$ cat config.mk
export PLATFORM = sky130hd
export DESIGN_NAME = sync_edge_stamp
export DESIGN_NICKNAME = d
export VERILOG_FILES = /design/src/rtl/ses_pkg.sv /design/src/rtl/ses_ramp.sv /design/src/rtl/ses_chan.sv /design/src/rtl/ses_regs.sv /design/src/rtl/sync_edge_stamp.sv
export SDC_FILE = /design/constraint.sdc
export NUM_CORES = 1
export LEC_CHECK = 0
export BUFFER_PORTS_ARGS = -buffer_cell sky130_fd_sc_hd__buf_2
export CAP_MARGIN = 5
export CORE_AREA = 2 2 168 170
export CTS_CLUSTER_SIZE = 12
export DETAILED_ROUTE_END_ITERATION = 10
export DIE_AREA = 0 0 170 172
export HOLD_SLACK_MARGIN = 0.12
export PLACE_DENSITY = 0.45
export RECOVER_POWER = 25
export SLEW_MARGIN = 15
export SYNTH_ARGS = -nofsm -noshare
export SYNTH_HDL_FRONTEND = slang
export SYNTH_SLANG_ARGS = --single-unit
$ cat constraint.sdc
create_clock -name clk -period 3.75 [get_ports clk]
set_clock_uncertainty 0.2 [all_clocks]
set_input_delay 0.375 -clock clk [delete_from_list [all_inputs] [get_ports clk]]
set_output_delay 0.375 -clock clk [all_outputs]
set_load 0.02 [all_outputs]
$ cat src/rtl/ses_pkg.sv
package ses_pkg;
  typedef enum logic [1:0] {
    SEL_NONE = 2'd0,
    SEL_RISE = 2'd1,
    SEL_FALL = 2'd2,
    SEL_BOTH = 2'd3
  } edge_sel_e;

  localparam int SEL_W = 2;
endpackage

$ cat src/rtl/ses_ramp.sv
module ses_ramp #(
  parameter int TS_W = 16
) (
  input  logic            clk,
  input  logic            rst,
  input  logic            tick,
  input  logic            sync,
  input  logic [TS_W-1:0] limit,
  output logic [TS_W-1:0] ramp
);
  logic [TS_W:0] nxt;

  assign nxt = {1'b0, ramp} + 1'b1;

  always_ff @(posedge clk) begin
    if (rst) begin
      ramp <= '0;
    end else if (sync) begin
      ramp <= '0;
    end else if (tick) begin
      if (nxt >= {1'b0, limit}) ramp <= '0;
      else                      ramp <= nxt[TS_W-1:0];
    end
  end

  AST_SYNC_ZEROES: assert property (@(posedge clk) disable iff (rst)
    sync |=> (ramp == '0));
  AST_IDLE_HOLDS: assert property (@(posedge clk) disable iff (rst)
    (!sync && !tick) |=> $stable(ramp));
  AST_WRAP_BOUND: assert property (@(posedge clk) disable iff (rst)
    (tick && !sync && (limit != '0) && (ramp < limit)) |=> (ramp < $past(limit)));
endmodule

$ cat src/rtl/ses_chan.sv
module ses_chan
  import ses_pkg::*;
#(
  parameter int TS_W = 16
) (
  input  logic            clk,
  input  logic            rst,
  input  logic            clr,
  input  logic            sync,
  input  logic            din,
  input  edge_sel_e       sel,
  input  logic [TS_W-1:0] ramp,
  output logic [TS_W-1:0] result
);
  logic            prev;
  logic            hit;
  logic            valid;
  logic [TS_W-1:0] latch;
  logic            rise;
  logic            fall;

  assign rise = din & ~prev;
  assign fall = ~din & prev;

  always_comb begin
    case (sel)
      SEL_RISE: hit = rise;
      SEL_FALL: hit = fall;
      SEL_BOTH: hit = rise | fall;
      default:  hit = 1'b0;
    endcase
  end

  always_ff @(posedge clk) begin
    if (rst) begin
      prev   <= din;
      valid  <= 1'b0;
      latch  <= '0;
      result <= '1;
    end else begin
      prev <= din;
      if (clr) begin
        valid  <= 1'b0;
        latch  <= '0;
        result <= '1;
      end else if (sync) begin
        result <= valid ? latch : '1;
        valid  <= hit;
        latch  <= '0;
      end else if (hit && !valid) begin
        latch <= ramp;
        valid <= 1'b1;
      end
    end
  end

  AST_FIRST_ONLY: assert property (@(posedge clk) disable iff (rst)
    (valid && !sync && !clr) |=> $stable(latch));
  AST_HOLD_RESULT: assert property (@(posedge clk) disable iff (rst)
    (!sync && !clr) |=> $stable(result));
  AST_CLEAR_ALL: assert property (@(posedge clk) disable iff (rst)
    clr |=> ((result == '1) && !valid));
  AST_NONE_IDLE: assert property (@(posedge clk) disable iff (rst)
    (sel == SEL_NONE) |=> !valid);
endmodule

$ cat src/rtl/ses_regs.sv
module ses_regs #(
  parameter int NUM_CH     = 4,
  parameter int TS_W       = 16,
  parameter int ADDR_W     = 4,
  parameter int PERIOD_RST = 1000
) (
  input  logic                   clk,
  input  logic                   rst,
  input  logic                   wr_en,
  input  logic [ADDR_W-1:0]      wr_addr,
  input  logic [TS_W-1:0]        wr_data,
  input  logic [ADDR_W-1:0]      rd_addr,
  input  logic [NUM_CH*TS_W-1:0] results,
  output logic [2*NUM_CH-1:0]    cfg,
  output logic [TS_W-1:0]        period,
  output logic                   clr,
  output logic [TS_W-1:0]        rd_data
);
  localparam int CFG_W = 2 * NUM_CH;
  localparam logic [ADDR_W-1:0] ADDR_CFG = ADDR_W'(0);
  localparam logic [ADDR_W-1:0] ADDR_PER = ADDR_W'(1);
  localparam int TS_BASE = 2;

  logic [TS_W-1:0] rd_nxt;

  assign clr = wr_en && (wr_addr == ADDR_CFG);

  always_ff @(posedge clk) begin
    if (rst) begin
      cfg    <= '0;
      period <= TS_W'(PERIOD_RST);
    end else if (wr_en) begin
      if (wr_addr == ADDR_CFG) cfg    <= wr_data[CFG_W-1:0];
      if (wr_addr == ADDR_PER) period <= wr_data;
    end
  end

  always_comb begin
    rd_nxt = '0;
    if (rd_addr == ADDR_CFG) rd_nxt = TS_W'(cfg);
    if (rd_addr == ADDR_PER) rd_nxt = period;
    for (int i = 0; i < NUM_CH; i++) begin
      if (rd_addr == ADDR_W'(TS_BASE + i)) rd_nxt = results[i*TS_W +: TS_W];
    end
  end

  always_ff @(posedge clk) begin
    if (rst) rd_data <= '0;
    else     rd_data <= rd_nxt;
  end

  AST_PERIOD_KEEP: assert property (@(posedge clk) disable iff (rst)
    !(wr_en && (wr_addr == ADDR_PER)) |=> $stable(period));
endmodule

$ cat src/rtl/sync_edge_stamp.sv
module sync_edge_stamp
  import ses_pkg::*;
#(
  parameter int NUM_CH     = 4,
  parameter int TS_W       = 16,
  parameter int ADDR_W     = 4,
  parameter int PERIOD_RST = 1000
) (
  input  logic              clk,
  input  logic              rst,
  input  logic              tick_us,
  input  logic              sync_in,
  input  logic [NUM_CH-1:0] din,
  input  logic              wr_en,
  input  logic [ADDR_W-1:0] wr_addr,
  input  logic [TS_W-1:0]   wr_data,
  input  logic [ADDR_W-1:0] rd_addr,
  output logic [TS_W-1:0]   rd_data
);
  logic [TS_W-1:0]          ramp;
  logic [TS_W-1:0]          period;
  logic [SEL_W*NUM_CH-1:0]  cfg;
  logic                     clr;
  logic [NUM_CH*TS_W-1:0]   results;

  ses_ramp #(.TS_W(TS_W)) u_ramp (
    .clk   (clk),
    .rst   (rst),
    .tick  (tick_us),
    .sync  (sync_in),
    .limit (period),
    .ramp  (ramp)
  );

  for (genvar g = 0; g < NUM_CH; g++) begin : g_chan
    ses_chan #(.TS_W(TS_W)) u_chan (
      .clk    (clk),
      .rst    (rst),
      .clr    (clr),
      .sync   (sync_in),
      .din    (din[g]),
      .sel    (edge_sel_e'(cfg[g*SEL_W +: SEL_W])),
      .ramp   (ramp),
      .result (results[g*TS_W +: TS_W])
    );
  end

  ses_regs #(
    .NUM_CH     (NUM_CH),
    .TS_W       (TS_W),
    .ADDR_W     (ADDR_W),
    .PERIOD_RST (PERIOD_RST)
  ) u_regs (
    .clk     (clk),
    .rst     (rst),
    .wr_en   (wr_en),
    .wr_addr (wr_addr),
    .wr_data (wr_data),
    .rd_addr (rd_addr),
    .results (results),
    .cfg     (cfg),
    .period  (period),
    .clr     (clr),
    .rd_data (rd_data)
  );
endmodule

==> key figures, run 1 <==
Status
  • Outcome: complete, but fails checks
  • Violated checks: max-capacitance violations, max-slew violations

Worst setup path
  • Worst Path Arrival: 3.40 ns
  • Setup Crit Path Kind: reg2reg
  • CP startpoint kind: flip-flop
  • CP endpoint kind: flip-flop
  • CP delay by family, top: compound AO/OA/AOI/OAI gates
  • Crit-path slowest cell: dfxtp_1
  • CP Max Fanout: 14
  • Worst Reg-to-Reg Cells: 11
  • CP bufs+invs: 0
  • FF-to-FF End: u_ramp.ramp[10]
  • CP peak stage delay: ~0.48 ns
  • CP required: approximately 3.9 ns
  • CP cell instances: ha_1 -> and3_1 -> nand4_4 -> nor2_1 -> xor2_1 -> ha_1 -> a21oi_1 -> a21oi_1 -> a31oi_4 -> nand2_2 -> o31ai_1
  • Reg2reg setup slack: ~0.49 ns
  • RR Startpoint: u_ramp.ramp[1]

Clocking
  • CTS root buf: clkbuf_16
  • H-tree Lvls: 4
  • Sink Count: ~190
  • CTS Buffer Depth: 2
  • CTS-repair resized insts: 0
  • Worst-Skew Late Latency: roughly 0.44 ns
  • CTS Buf Count: 17
  • CTS tree: done
  • Clock slew at reported path FFs: 0.07 ns

Synthesis
  • Most common cell in the netlist: dfxtp_1
  • Synth Register Bits: roughly 190
  • Mapped Cells: just under 900
  • Syn Nets: 938
  • Part of the Yosys area used for sequential elements: between 40% and 50%
  • Mean Syn Cell Area: ~9.3 um2
  • Number of synthesized flops with an enable pin: 0
  • Post-synth top cells: 192 x dfxtp_1, 125 x nand2_1, 79 x nor2_1
  • Mapped Area: a little over 0.008 mm2
  • Synth unique cells: about 50
  • Yosys warning total: 0
  • Async SR Flop Fraction: 0%
  • Top post-synthesis cells by area: dfxtp_1 47%, mux2i_1 6.9%, nand2_1 5.7%
  • Synth Flop Type: dfxtp_1
  • Synth area leader: dfxtp_1
  • Post-synth top area share: between 40% and 50%

Final layout
  • P&R area growth vs syn: 16.0%
  • Fin nets: a little under 1,000
  • Share of cells above drive strength 1: 12.1%
  • Ant. Diodes: 0

Timing
  • Fin. Hold Viols: 0
  • Final min period: about 3.3 ns
  • RSZ-0062 raised after global routing: no
  • Final setup fails: 0
  • Final setup TNS: 0 ns
  • Worst Tran Pin Value: between 1.5 and 2 ns
  • Max Fclk: 307 MHz
  • Slew Viols, Final: 47
  • Final period utilization: a little under 90%
  • Slew headroom: -0.265%

Min path
  • WHS Path Cells: 3
  • Endpoint, Worst Hold: u_regs.period[8]
  • Hold path startpoint: wr_addr[0]
  • Worst min path class: in2reg

Route
  • Drt drc: 0
  • Post-route antenna net violation count: 0
  • WL final: between 20,000 and 25,000 um
  • Initial drt markers: about 450
  • Vias after detailed routing: about 6,300
  • Routed vias/inst: 4.95
  • Router iterations before antenna repair: 7
  • Routed WL per cell: roughly 18 um

Place
  • Final GP Congestion: around 0.83
  • HPWL after DPL: ~15,000 um
  • Port-buffer cells: 48

Die
  • # IOs: 49
  • CORE AREA: 0.0275 mm2
  • DIE HEIGHT: about 170 um
  • Initial Util: 29.7%
  • Die Area: slightly below 0.03 mm2
  • Chip width: around 170 um
  • Row cnt: about 60

Global route
  • First-pass GRT wire length: ~36,000 um
  • Initial antenna violation count: 0
  • Remaining Overflow, GRT: 0
  • Largest net degree at the start of global routing: 65
  • All-Layer GR Usage: 16.4%
  • Vias in the first global route: ~6,200

Power and ir drop
  • Pwr per Cell Area: between 400 and 500 mW/mm2
  • Lkg Pwr: 3.45 nW
  • Max rail drop VDD: around 0.30 mV
  • Total Power: 4.15 mW

Run
  • Max-cap violations: 1
[layout by cell type, fill, tap and decap left out, drive strengths merged, types with 16 or more instances in the layout]
master,instances
nand3b,30
o21ai,72
buf,47
dfxtp,192
dlygate4sd3,21
a222oi,16
nor2,86
ha,25
a21oi,45
o22ai,34
mux2i,56
clkbuf,39
nand2,126
inv,35
[worst register-to-register path: stages, from the launching register on]
cell,delay [ns]
dfxtp_1,0.48
ha_1,0.26
and3_1,0.27
nand4_4,0.17
nor2_1,0.17
xor2_1,0.22
ha_1,0.29
a21oi_1,0.14
a21oi_1,0.15
a31oi_4,0.47
nand2_2,0.13
o31ai_1,0.21
[stage by stage]
stage | setup WS (ns) | util [%] | area [um2] | instances | hold WS, ns
after floorplan | 0.904 | - | 8160 | 880 | 0.203
after global placement | 0.577 | 31.6 | 8690 | 1224 | 0.249
after detailed placement | 0.530 | 31.6 | 8690 | 1224 | 0.256
after CTS | 0.488 | 34.6 | 9510 | 1277 | 0.157
after global routing | 0.211 | 34.5 | 9470 | 1277 | 0.179
final | 0.489 | 34.5 | 9470 | 1277 | 0.166
[report_power, final]
part           leakage (nW)  internal, mW  total (mW)  switching [mW]
registers              1.55          2.05        2.06         0.00832
clock network         0.292         0.909        1.85           0.937
logic                  1.60        0.0870       0.244           0.157
total                  3.45          3.05        4.15            1.10
[cell type report]
| type | count | area (um2) |
|---|---|---|
| fillers | 2840 | 18000 |
| clock inverters | 15 | 188 |
| well taps | 346 | 433 |
| repair buffers | 90 | 589 |
| inverters | 29 | 109 |
| flip-flops and latches | 192 | 3840 |
| multi-input cells | 588 | 3880 |
| clock buffers | 17 | 425 |
[state kept, by name, indices dropped and copies added (netlist names)]
| signal | flops |
|---|---|
| u_regs.period | 16 |
| g_chan.u_chan.prev | 4 |
| u_regs.cfg | 8 |
| g_chan.u_chan.result | 64 |
| g_chan.u_chan.valid | 4 |
| u_regs.rd_data | 16 |
| g_chan.u_chan.latch | 64 |
| u_ramp.ramp | 16 |
[metal layers]
| metal | wire length (um) | vias up | global-route usage (%) | part of all wire [%] |
|---|---|---|---|---|
| li1 | - | 3169 | - | - |
| met1 | 10500 | 3016 | 20.6 | 46 |
| met2 | 11300 | 112 | 28.8 | 49 |
| met3 | 740 | 20 | 2.88 | 3.2 |
| met4 | 373 | 0 | 4.46 | 1.6 |
| met5 | 0 | - | 0 | 0 |
[what timing repair did]
item,4_1_cts,5_1_grt
hold buffers,21,0
hold endpoints to repair,28,0
buffers inserted,0,0
[worst max-delay path by stage]
stage                           end  cells past startpoint      startpoint  slack [ns]
floorplan            u_ramp.ramp[4]                     12  u_ramp.ramp[1]        0.90
global route        u_ramp.ramp[10]                     11  u_ramp.ramp[1]        0.21
detailed placement   u_ramp.ramp[4]                     11  u_ramp.ramp[1]        0.53
finish              u_ramp.ramp[10]                     11  u_ramp.ramp[1]        0.49
global placement    u_ramp.ramp[10]                     11  u_ramp.ramp[1]        0.58
CTS                 u_ramp.ramp[10]                     11  u_ramp.ramp[1]        0.49
[cells by family (layout without fill, tap and decap cells)]
group | count (synthesis) | count (layout) | synth area share [%]
multiplexers | 64 | 64 | 9.07
flip-flops | 192 | 192 | 47.1
adder cells (fa/ha/maj) | 25 | 25 | 3.83
XOR/XNOR | 13 | 13 | 1.49
AO/OA/AOI/OAI | 202 | 202 | 16.0
buffers and inverters | 100 | 151 | 5.50
AND/OR/NAND/NOR | 284 | 284 | 17.0
(Power assumes the default switching activity.)
==> run 2, diff against run 1 <==
--- a/config.mk
+++ b/config.mk
@@ -13,7 +13,6 @@
 export DIE_AREA = 0 0 170 172
 export HOLD_SLACK_MARGIN = 0.12
 export PLACE_DENSITY = 0.45
-export RECOVER_POWER = 25
 export SLEW_MARGIN = 15
 export SYNTH_ARGS = -nofsm -noshare
 export SYNTH_HDL_FRONTEND = slang
==> run 2 against run 1 <==
Net effect: the flow now finishes without violations; global-route usage unchanged; die area unchanged; cell area grew 0.40%; first-iteration DRC count is 2.2% higher; flip-flop and latch count unchanged; critical path depth unchanged; non-clock buffer count is the same; register-to-register slack hardly changed; sequential share of layout area fell by 0.16 points; critical path type unchanged; critical endpoint unchanged.
==> key figures, run 2 (synthesized netlist as in run 1, its figures left out) <==
Clocking
  • Worst-Skew Late Latency: 0.44 ns (about the same)
  • CTS Buffer Depth: 2 (unchanged)
  • CTS tree: done
  • Sink Count: 192 (unchanged)
  • CTS root buf: clkbuf_16
  • H-tree Lvls: 4 (unchanged)
  • Clock slew at reported path FFs: 0.07 ns (about the same)
  • CTS Buf Count: 17 (unchanged)
  • CTS-repair resized insts: 0 (unchanged)

Worst setup path
  • CP Max Fanout: 14 (unchanged)
  • FF-to-FF End: u_ramp.ramp[10]
  • Crit-path slowest cell: dfxtp_1
  • Capture point of the worst path: u_ramp.ramp[10]
  • CP delay by family, top: compound AO/OA/AOI/OAI gates
  • Worst Path Arrival: 3.39 ns (about the same)
  • Reg2reg setup slack: 0.49 ns (about the same)
  • RR Startpoint: u_ramp.ramp[1]
  • CP peak stage delay: 0.48 ns (about the same)
  • CP required: 3.89 ns (about the same)
  • Crit path depth: 11 (unchanged)
  • CP endpoint kind: flip-flop
  • CP cell instances: ha_1 -> and3_1 -> nand4_4 -> nor2_1 -> xor2_1 -> ha_1 -> a21oi_1 -> a21oi_1 -> a31oi_4 -> nand2_2 -> o31ai_1
  • CP startpoint kind: flip-flop
  • Worst Setup SP: u_ramp.ramp[1]
  • Worst Reg-to-Reg Cells: 11 (unchanged)
  • Setup Crit Path Kind: reg2reg
  • CP bufs+invs: 0 (unchanged)

Power and ir drop
  • Pwr per Cell Area: 437 mW/mm2 (-0.28%)
  • Max rail drop VDD: 0.304 mV (about the same)
  • Lkg Pwr: 3.53 nW (+2.4%)

Global route
  • All-Layer GR Usage: 16.4% (unchanged)
  • Largest net degree at the start of global routing: 65 (unchanged)
  • First-pass GRT wire length: 36,300 um (unchanged)
  • Met3 usage: 2.88% (unchanged)
  • Vias in the first global route: 6,209 (unchanged)
  • Grt peak-use layer: met2
  • Remaining Overflow, GRT: 0 (unchanged)
  • Met1 usage: 20.6% (unchanged)
  • Initial antenna violation count: 0 (unchanged)
  • GR Layer Usage met2: 28.8% (unchanged)

Timing
  • Worst Tran Pin Value: 0.927 ns (-0.577 ns)
  • Slew headroom: 38.1% (+38 points)
  • Final setup fails: 0 (unchanged)
  • Final min period: 3.26 ns (-0.00624 ns)
  • Fin. Hold Viols: 0 (unchanged)
  • Max Fclk: 307 MHz (+0.19%)
  • Slew Viols, Final: 0 (-100%)
  • Final period utilization: 86.8% (-0.17 points)
  • Final setup TNS: 0 ns (unchanged)
  • RSZ-0062 raised after global routing: no

Route
  • Router iterations before antenna repair: 5 (-2)
  • Routed vias/inst: 4.94 (-0.16%)
  • Drt drc: 0 (unchanged)
  • Post-route antenna net violation count: 0 (unchanged)
  • WL final: 22,900 um (about the same)
  • Routed WL per cell: 18.0 um (about the same)
  • Initial drt markers: 459 (+2.2%)
  • Vias after detailed routing: 6,307 (-0.16%)

Die
  • CORE AREA: 0.0275 mm2 (unchanged)
  • DIE HEIGHT: 172 um (unchanged)
  • Initial Util: 29.7% (unchanged)
  • Die Area: 0.0292 mm2 (unchanged)
  • # IOs: 49 (unchanged)
  • Chip width: 170 um (unchanged)
  • Row cnt: 61 (unchanged)

Final layout
  • Most frequent cells in the layout: 192 x dfxtp_1, 125 x nand2_1, 79 x nor2_1, 69 x o21ai_0, 56 x mux2i_1
  • Top flop regs: g_chan.u_chan.latch: 64 flops, g_chan.u_chan.result: 64 flops
  • P&R area growth vs syn: 16.5%
  • Ant. Diodes: 0 (unchanged)
  • Cell area after layout: 0.00951 mm2 (+0.40%)
  • Share of cells above drive strength 1: 14.5% (+2.4 points)
  • Fin nets: 976 (unchanged)
  • Most common cell after layout, fill and taps aside: dfxtp_1

Place
  • Final GP Congestion: 0.834 (unchanged)
  • Port-buffer cells: 48 (unchanged)
  • HPWL after DPL: 15,400 um (unchanged)
  • Placed cell area: 0.00869 mm2 (unchanged)

Run
  • Max-cap violations: 0 (-1)

Status
  • Outcome: finished, final reports clean

Min path
  • Worst min path class: in2reg
==> run 2: layout make-up <==
class	count	area, um2
clock buffer	17	425
clock inverter	15	188
fill	2829	18000
inverter	29	109
multi-input combinational	588	3890
sequential	192	3840
tap	346	433
timing repair buffer	90	621
==> run 2: power by group <==
| part | internal [mW] | switching [mW] | leakage, nW | total [mW] |
|---|---|---|---|---|
| combinational | 0.0908 | 0.158 | 1.68 | 0.248 |
| clock | 0.909 | 0.937 | 0.292 | 1.85 |
| sequential | 2.05 | 0.00802 | 1.55 | 2.06 |
==> run 2: worst register-to-register path: cells and delay by family, from the launching register on <==
kind / cells / cell delay [ns]
and+or+nand+nor: 4 / 0.74
DFF: 1 / 0.48
AOI/OAI and AO/OA: 4 / 0.96
xor gates and xnor gates: 1 / 0.22
adders and majority gates: 2 / 0.55
==> run 2: metrics by stage <==
step | setup slack, ns | total power, mW | util, % | hold WS [ns] | cells
4_1_cts | 0.488 | 4.22 | 34.6 | 0.157 | 1277
3_3_place_gp | 0.577 | 2.35 | 31.6 | 0.249 | 1224
5_1_grt | 0.211 | 4.33 | 34.6 | 0.188 | 1277
2_1_floorplan | 0.904 | 2.25 | - | 0.203 | 880
3_5_place_dp | 0.530 | 2.35 | 31.6 | 0.256 | 1224
6_report | 0.495 | 4.16 | 34.6 | 0.179 | 1277
==> run 2: per-layer routing <==
layer	vias up	routed length, um
li1	3170	-
met4	0	369
met1	3014	10600
met3	19	614
met2	104	11300
met5	-	0
==> run 2: worst min-delay path by stage <==
stage,start,endpoint,cells after the start
after floorplan,din[0],g_chan[0].u_chan.prev,0
after global placement,u_regs.period[9],u_regs.period[9],1
after detailed placement,g_chan[1].u_chan.result[7],g_chan[1].u_chan.result[7],2
after CTS,wr_addr[0],u_regs.period[8],3
after global routing,tick_us,u_ramp.ramp[11],3
final,wr_addr[0],u_regs.period[3],3
==> run 2: repair_timing <==
item | 4_1_cts | 5_1_grt
hold buffers | 21 | 0
buffers inserted | 0 | 0
hold endpoints to repair | 28 | 0
